[src/rtl/serial_seg_rx.sv]
module serial_seg_rx #(
  parameter int FRAME_BITS  = 128,
  parameter int ADDR_BITS   = 8,
  parameter int SYNC_STAGES = 2
) (
  input  logic                  clk,
  input  logic                  rst_n,
  input  logic [ADDR_BITS-1:0]  dev_addr,
  input  logic                  bus_clk,
  input  logic                  bus_dat,
  input  logic                  bus_en,
  output logic [FRAME_BITS-1:0] disp
);

  localparam int CW = $clog2(FRAME_BITS + 1);
  localparam logic [CW-1:0] ADDR_LAST  = CW'(ADDR_BITS - 1);
  localparam logic [CW-1:0] FRAME_LAST = CW'(FRAME_BITS - 1);

  typedef enum logic [2:0] {S_IDLE, S_ADDR, S_DATA, S_SKIP, S_DEAF} st_t;

  logic [SYNC_STAGES-1:0] ck_s, dt_s, en_s;
  logic                   ck_p, dt_p, en_p;
  st_t                    st;
  logic [CW-1:0]          cnt;
  logic [ADDR_BITS-1:0]   ab;
  logic [FRAME_BITS-1:0]  sr;

  wire ck = ck_s[SYNC_STAGES-1];
  wire dt = dt_s[SYNC_STAGES-1];
  wire en = en_s[SYNC_STAGES-1];

  wire rise     = ck & ~ck_p;
  wire start    = ck & ck_p & dt_p & ~dt;
  wire stop     = ck & ck_p & ~dt_p & dt;
  wire en_rise  = en & ~en_p & ck;
  wire take     = rise && st == S_DATA;
  wire last     = take && cnt == FRAME_LAST;
  wire [ADDR_BITS-1:0]  ab_nx = {ab[ADDR_BITS-2:0], dt};
  wire [FRAME_BITS-1:0] sr_nx = {sr[FRAME_BITS-2:0], dt};

  always_ff @(posedge clk or negedge rst_n)
    if (!rst_n) begin
      ck_s <= '1; dt_s <= '1; en_s <= '1;
      ck_p <= 1'b1; dt_p <= 1'b1; en_p <= 1'b1;
    end else begin
      ck_s <= {ck_s[SYNC_STAGES-2:0], bus_clk};
      dt_s <= {dt_s[SYNC_STAGES-2:0], bus_dat};
      en_s <= {en_s[SYNC_STAGES-2:0], bus_en};
      ck_p <= ck; dt_p <= dt; en_p <= en;
    end

  always_ff @(posedge clk or negedge rst_n)
    if (!rst_n) begin
      st  <= S_IDLE;
      cnt <= '0;
      ab  <= '0;
    end else if (start) begin
      st  <= S_ADDR;
      cnt <= '0;
    end else if (stop) begin
      st  <= S_IDLE;
      cnt <= '0;
    end else if (rise) begin
      case (st)
        S_ADDR: begin
          ab <= ab_nx;
          if (cnt == ADDR_LAST) begin
            st  <= (ab_nx == dev_addr) ? S_DATA : S_DEAF;
            cnt <= '0;
          end else cnt <= cnt + 1'b1;
        end
        S_DATA: begin
          if (last) begin
            st  <= S_SKIP;
            cnt <= '0;
          end else cnt <= cnt + 1'b1;
        end
        S_SKIP: begin
          st  <= S_DATA;
          cnt <= '0;
        end
        default: ;
      endcase
    end

  always_ff @(posedge clk or negedge rst_n)
    if (!rst_n) begin
      sr   <= '0;
      disp <= '0;
    end else begin
      if (take) sr <= sr_nx;
      if (last && en) disp <= sr_nx;
      else if (en_rise) disp <= sr;
    end

  assert_cnt_bound_R5: assert property (@(posedge clk) disable iff (!rst_n)
    cnt < CW'(FRAME_BITS));

  assert_hold_low_en_R6: assert property (@(posedge clk) disable iff (!rst_n)
    !en |=> $stable(disp));

  assert_deaf_no_shift_R3: assert property (@(posedge clk) disable iff (!rst_n)
    st == S_DEAF |=> $stable(sr));

  assert_skip_edge_R8: assert property (@(posedge clk) disable iff (!rst_n)
    (st == S_SKIP && rise) |=> (st == S_DATA && cnt == '0 && $stable(sr)));

  assert_stop_idle_R9: assert property (@(posedge clk) disable iff (!rst_n)
    stop |=> st == S_IDLE);

  assert_start_clears_R10: assert property (@(posedge clk) disable iff (!rst_n)
    start |=> (st == S_ADDR && cnt == '0));

endmodule

[config.mk]
export PLATFORM = sky130hd
export DESIGN_NAME = serial_seg_rx
export DESIGN_NICKNAME = d
export VERILOG_FILES = /design/src/rtl/serial_seg_rx.sv
export SDC_FILE = /design/constraint.sdc
export NUM_CORES = 1
export LEC_CHECK = 0
export CORE_UTILIZATION = 52
export DETAILED_ROUTE_END_ITERATION = 10
export PLACE_DENSITY = 0.75
export RECOVER_POWER = 25
export SLEW_MARGIN = 25
export SYNTH_ARGS = -nofsm -noshare
export SYNTH_HDL_FRONTEND = slang
export SYNTH_SLANG_ARGS = --single-unit
[constraint.sdc]
create_clock -name clk -period 5.5 [get_ports clk]
set_clock_uncertainty 0.1 [all_clocks]
set_input_delay 0.825 -clock clk [delete_from_list [all_inputs] [get_ports clk]]
set_output_delay 0.825 -clock clk [all_outputs]
set_load 0.02 [all_outputs]
==> results.rst <==
.. list-table::
   :header-rows: 1

   * - Metric
     - Value
   * - Core region area
     - approximately 0.024 mm2
   * - Antenna fix cells
     - 0
   * - Maximum fanout along the worst path
     - 109
   * - Synthesized cell area
     - 0.0127 mm2
   * - Number of max-cap violations
     - 1
   * - CP Depth
     - 2
   * - Synth Area per Inst
     - 13.1 um2
   * - M3 GR Usage
     - 0.0286
   * - Synth warn
     - 0
   * - Detailed-route via count
     - 8160
   * - Initial antenna violation count
     - 0
   * - # Post-CTS Setup Buffers
     - 0
   * - Worst max-slew margin expressed relative to the limit
     - -0.798
   * - Shortest clock period the worst path allows after layout
     - 3120 ps
   * - Net count after synthesis
     - 983
   * - Number of buffer and inverter instances along the worst setup path
     - 2
   * - Kind of cell adding the most delay to the critical path
     - buffers and inverters
   * - I/O pin total
     - 141
   * - Series of cell instances along the critical path
     - clkbuf_2, buf_4
   * - Vias in the first global route
     - 8039
   * - Area taken by multi-input logic gates
     - 0.00510 mm2
   * - Largest net degree at the start of global routing
     - 115
   * - X dimension of the die
     - 158 um
   * - Busiest metal layer after global routing
     - met2
   * - Data arrival time of the worst path
     - 3590 ps
   * - Portion of the post-synthesis area used by sequential elements
     - 0.558
   * - Top cell type by total area after synthesis
     - sky130_fd_sc_hd__dfrtp_1
   * - Type of the worst setup path
     - input port to async pin
   * - Slew at the pin closest to its max-slew limit
     - between 2000 and 3000 ps
   * - Number of synthesized flops with an enable pin
     - 0
   * - Quantity of I/O buffers inserted on ports
     - 140
   * - Primary FF master, synth
     - sky130_fd_sc_hd__dfrtp_1
   * - Combined global-route utilization of all metal layers
     - 0.211
   * - Detailed-router iteration count before antenna repair
     - 4
   * - Total gr overflow
     - 0
   * - Hold_buf cts
     - 0
   * - Leakage component of the power
     - 7.06 nW
   * - Crit share post-route
     - 0.567
   * - TritonCTS clock tree
     - done
   * - Power per standard cell area
     - 352 mW/mm2
   * - Clock sink total
     - 283
   * - Clk Latency, worst-skew pair
     - 530 ps
   * - Area share of the largest cell type after synthesis
     - 0.540
   * - Yosys reg bits
     - 283
   * - FF/Latch Area
     - just over 0.007 mm2
   * - Final Max Slew Viols
     - approximately 110
   * - Filler cell count
     - roughly 1800
   * - Leading post-synthesis cells by cell area
     - sky130_fd_sc_hd__dfrtp_1 54%, sky130_fd_sc_hd__mux2_4 12%, sky130_fd_sc_hd__o22ai_2 9.8%
   * - R2R depth
     - 4
   * - Worst Hold Depth
     - 0
   * - Remaining number of nets flagged by the antenna check after routing
     - 0
   * - Core Rows
     - 56
   * - Global placement routability congestion
     - 0.819
   * - Slowest cell on the critical path
     - sky130_fd_sc_hd__clkbuf_2
   * - Initial standard-cell utilization of the core
     - 0.536
   * - Detail-routed via count per cell
     - 5.76
   * - Ys async rst share
     - 1.00
   * - Violations in the final reports
     - max-capacitance violations, max-slew violations
   * - Reg clk slew, reported paths
     - 60 ps
   * - Result of the run
     - complete, but fails checks
   * - Met2 Use GR
     - 0.338
   * - Met1 demand-to-capacity share in global routing
     - 0.305
   * - Crit path launch type
     - input port
   * - Maximum frequency from static timing analysis
     - 321 MHz
   * - First DRT Iteration DRCs
     - about 470
   * - Root Buffer Master
     - sky130_fd_sc_hd__clkbuf_16
   * - Inserted Clock Buffers
     - 28
   * - Worst hold path class
     - register to register
   * - Non-filler instance count after layout
     - roughly 1400
   * - P&R area growth vs syn
     - 18.5%
   * - Nature of the critical path endpoint
     - async pin
   * - Unrepaired setup endpoints after global routing
     - no
   * - CP peak stage delay
     - 1820 ps
   * - Ratio of cells with drive above 1 in the final layout
     - 0.267
   * - Data required time of the critical path
     - 5970 ps
   * - Maximum level of the CTS H-tree
     - 1
   * - Net count, final
     - 1090
   * - Peak supply drop
     - 0.198 mV
   * - Cts repair resizes
     - 0
   * - Endpoints failing hold
     - 0
   * - Final Routed Wirelength
     - 26000 um
   * - Estimated wirelength of the detail-placed design
     - 14900 um
   * - Global-route wire length before repair
     - between 40000 and 50000 um
   * - Die area
     - 0.0251 mm2
   * - Placed instance count
     - 1365
   * - Detailed-route wire length per cell
     - 18.4 um
   * - Worst-case clock buffer depth
     - 3
   * - Distinct cell type count of the synthesized netlist
     - 50
   * - Number of instances in the synthesized netlist
     - 969
   * - Setup-failing EPs final
     - 0
   * - Setup TNS
     - 0 ps
   * - Remaining design rule violation count
     - 0
   * - Die Ht
     - roughly 160 um
[final timing paths]
kind | startpoint | endpoint | slack (ps)
worst max-delay path | rst_n | disp[11] | 2380
worst min-delay path | dt_s[0] | dt_s[1] | 260
worst max register to register | ck_p | sr[91] | 2480
worst min register to register | dt_s[0] | dt_s[1] | 260
max in group clk | ck_p | sr[91] | 2480
min in group asynchronous | rst_n | ab[6] | 1020
[area by class of cell]
cell class | count | share of cell area
repair buffers | 151 | 0.101
flip-flops and latches | 283 | 0.471
inverters | 3 | 0.000748
well taps | 319 | 0.0265
clock buffers | 44 | 0.0539
clock inverters | 7 | 0.00731
multi-input cells | 609 | 0.339
[layout by cell type (no fill, tap or decap), types with 2 or more instances in the layout]
cell	instances
sky130_fd_sc_hd__dfrtp_1	274
sky130_fd_sc_hd__nor2_1	138
sky130_fd_sc_hd__clkdlybuf4s50_1	136
sky130_fd_sc_hd__nor3_1	134
sky130_fd_sc_hd__o22ai_2	100
sky130_fd_sc_hd__mux2_4	100
sky130_fd_sc_hd__clkbuf_16	29
sky130_fd_sc_hd__o22ai_1	28
sky130_fd_sc_hd__mux2_2	26
sky130_fd_sc_hd__clkbuf_1	12
sky130_fd_sc_hd__mux2_1	8
sky130_fd_sc_hd__xor2_1	8
sky130_fd_sc_hd__nand2_1	7
sky130_fd_sc_hd__buf_4	7
sky130_fd_sc_hd__nor4_1	6
sky130_fd_sc_hd__dfstp_2	6
sky130_fd_sc_hd__nand3_1	5
sky130_fd_sc_hd__nand3b_1	4
sky130_fd_sc_hd__a22o_1	4
sky130_fd_sc_hd__clkinv_2	4
sky130_fd_sc_hd__inv_1	3
sky130_fd_sc_hd__o21ai_0	3
sky130_fd_sc_hd__o32ai_1	3
sky130_fd_sc_hd__o31ai_1	3
sky130_fd_sc_hd__dfstp_1	3
sky130_fd_sc_hd__bufinv_16	3
sky130_fd_sc_hd__clkbuf_8	3
sky130_fd_sc_hd__dlygate4sd3_1	3
sky130_fd_sc_hd__nand2b_1	2
sky130_fd_sc_hd__and4_1	2
sky130_fd_sc_hd__nor3b_1	2
sky130_fd_sc_hd__and2_1	2
sky130_fd_sc_hd__buf_12	2
[cell families (layout without fill, tap and decap cells)]
logic type,after synthesis,after routing,share of synthesized area
DFF,283,283,0.558
AOI/OAI and AO/OA,152,152,0.128
xor gates and xnor gates,9,9,0.00620
and+or+nand+nor,313,313,0.116
adders and majority gates,1,1,0.000985
buffers and inverters,77,205,0.0419
muxes,134,134,0.148
[synth_stat cells, types with 2 or more instances]
cell and n:
sky130_fd_sc_hd__buf_6 27, sky130_fd_sc_hd__nand2_1 7, sky130_fd_sc_hd__nand3b_1 4, sky130_fd_sc_hd__and4_1 2, sky130_fd_sc_hd__nor4_2 2, sky130_fd_sc_hd__o21ai_0 3, sky130_fd_sc_hd__a22o_1 4, sky130_fd_sc_hd__mux2_1 8
sky130_fd_sc_hd__dfrtp_1 274, sky130_fd_sc_hd__nand2b_1 2, sky130_fd_sc_hd__xor2_1 8, sky130_fd_sc_hd__nor3_1 134, sky130_fd_sc_hd__buf_2 29, sky130_fd_sc_hd__o22ai_2 100, sky130_fd_sc_hd__nor2_1 138, sky130_fd_sc_hd__clkbuf_1 17
sky130_fd_sc_hd__o32ai_1 3, sky130_fd_sc_hd__o31ai_1 3, sky130_fd_sc_hd__nand3_1 5, sky130_fd_sc_hd__dfstp_2 9, sky130_fd_sc_hd__o22ai_1 28, sky130_fd_sc_hd__nor4_1 6, sky130_fd_sc_hd__inv_1 3, sky130_fd_sc_hd__nor3b_1 2
sky130_fd_sc_hd__mux2_4 100, sky130_fd_sc_hd__and2_1 2, sky130_fd_sc_hd__mux2_2 26
[through the flow]
step	worst slack, ps	power, mW	hold slack [ps]	utilization	instance area, um2
CTS	2500	5.37	257	0.636	15100
finish	2380	5.31	261	0.636	15100
floorplan	3390	2.98	245	-	12700
detailed placement	2520	3.44	248	0.597	14100
global route	1800	5.53	265	0.636	15100
global placement	2260	3.41	246	0.596	14100
[power by group]
group / total (mW) / internal, mW / switching, mW
Combinational: 0.948 / 0.480 / 0.467
Sequential: 2.45 / 2.28 / 0.170
Clock: 1.91 / 1.15 / 0.764
[state kept, by name, summed over array words and instances (netlist names)]
signal  count
ab          7
disp      128
dt_s        2
ck_s        2
st          3
en_p        1
cnt         8
sr        128
dt_p        1
en_s        2
ck_p        1
[metal layers]
layer / vias up / routed length [um]
met5: - / 0
met2: 166 / 12400
li1: 3750 / -
met1: 4206 / 12100
met3: 38 / 992
met4: 0 / 500
(Power assumes the default switching activity.)
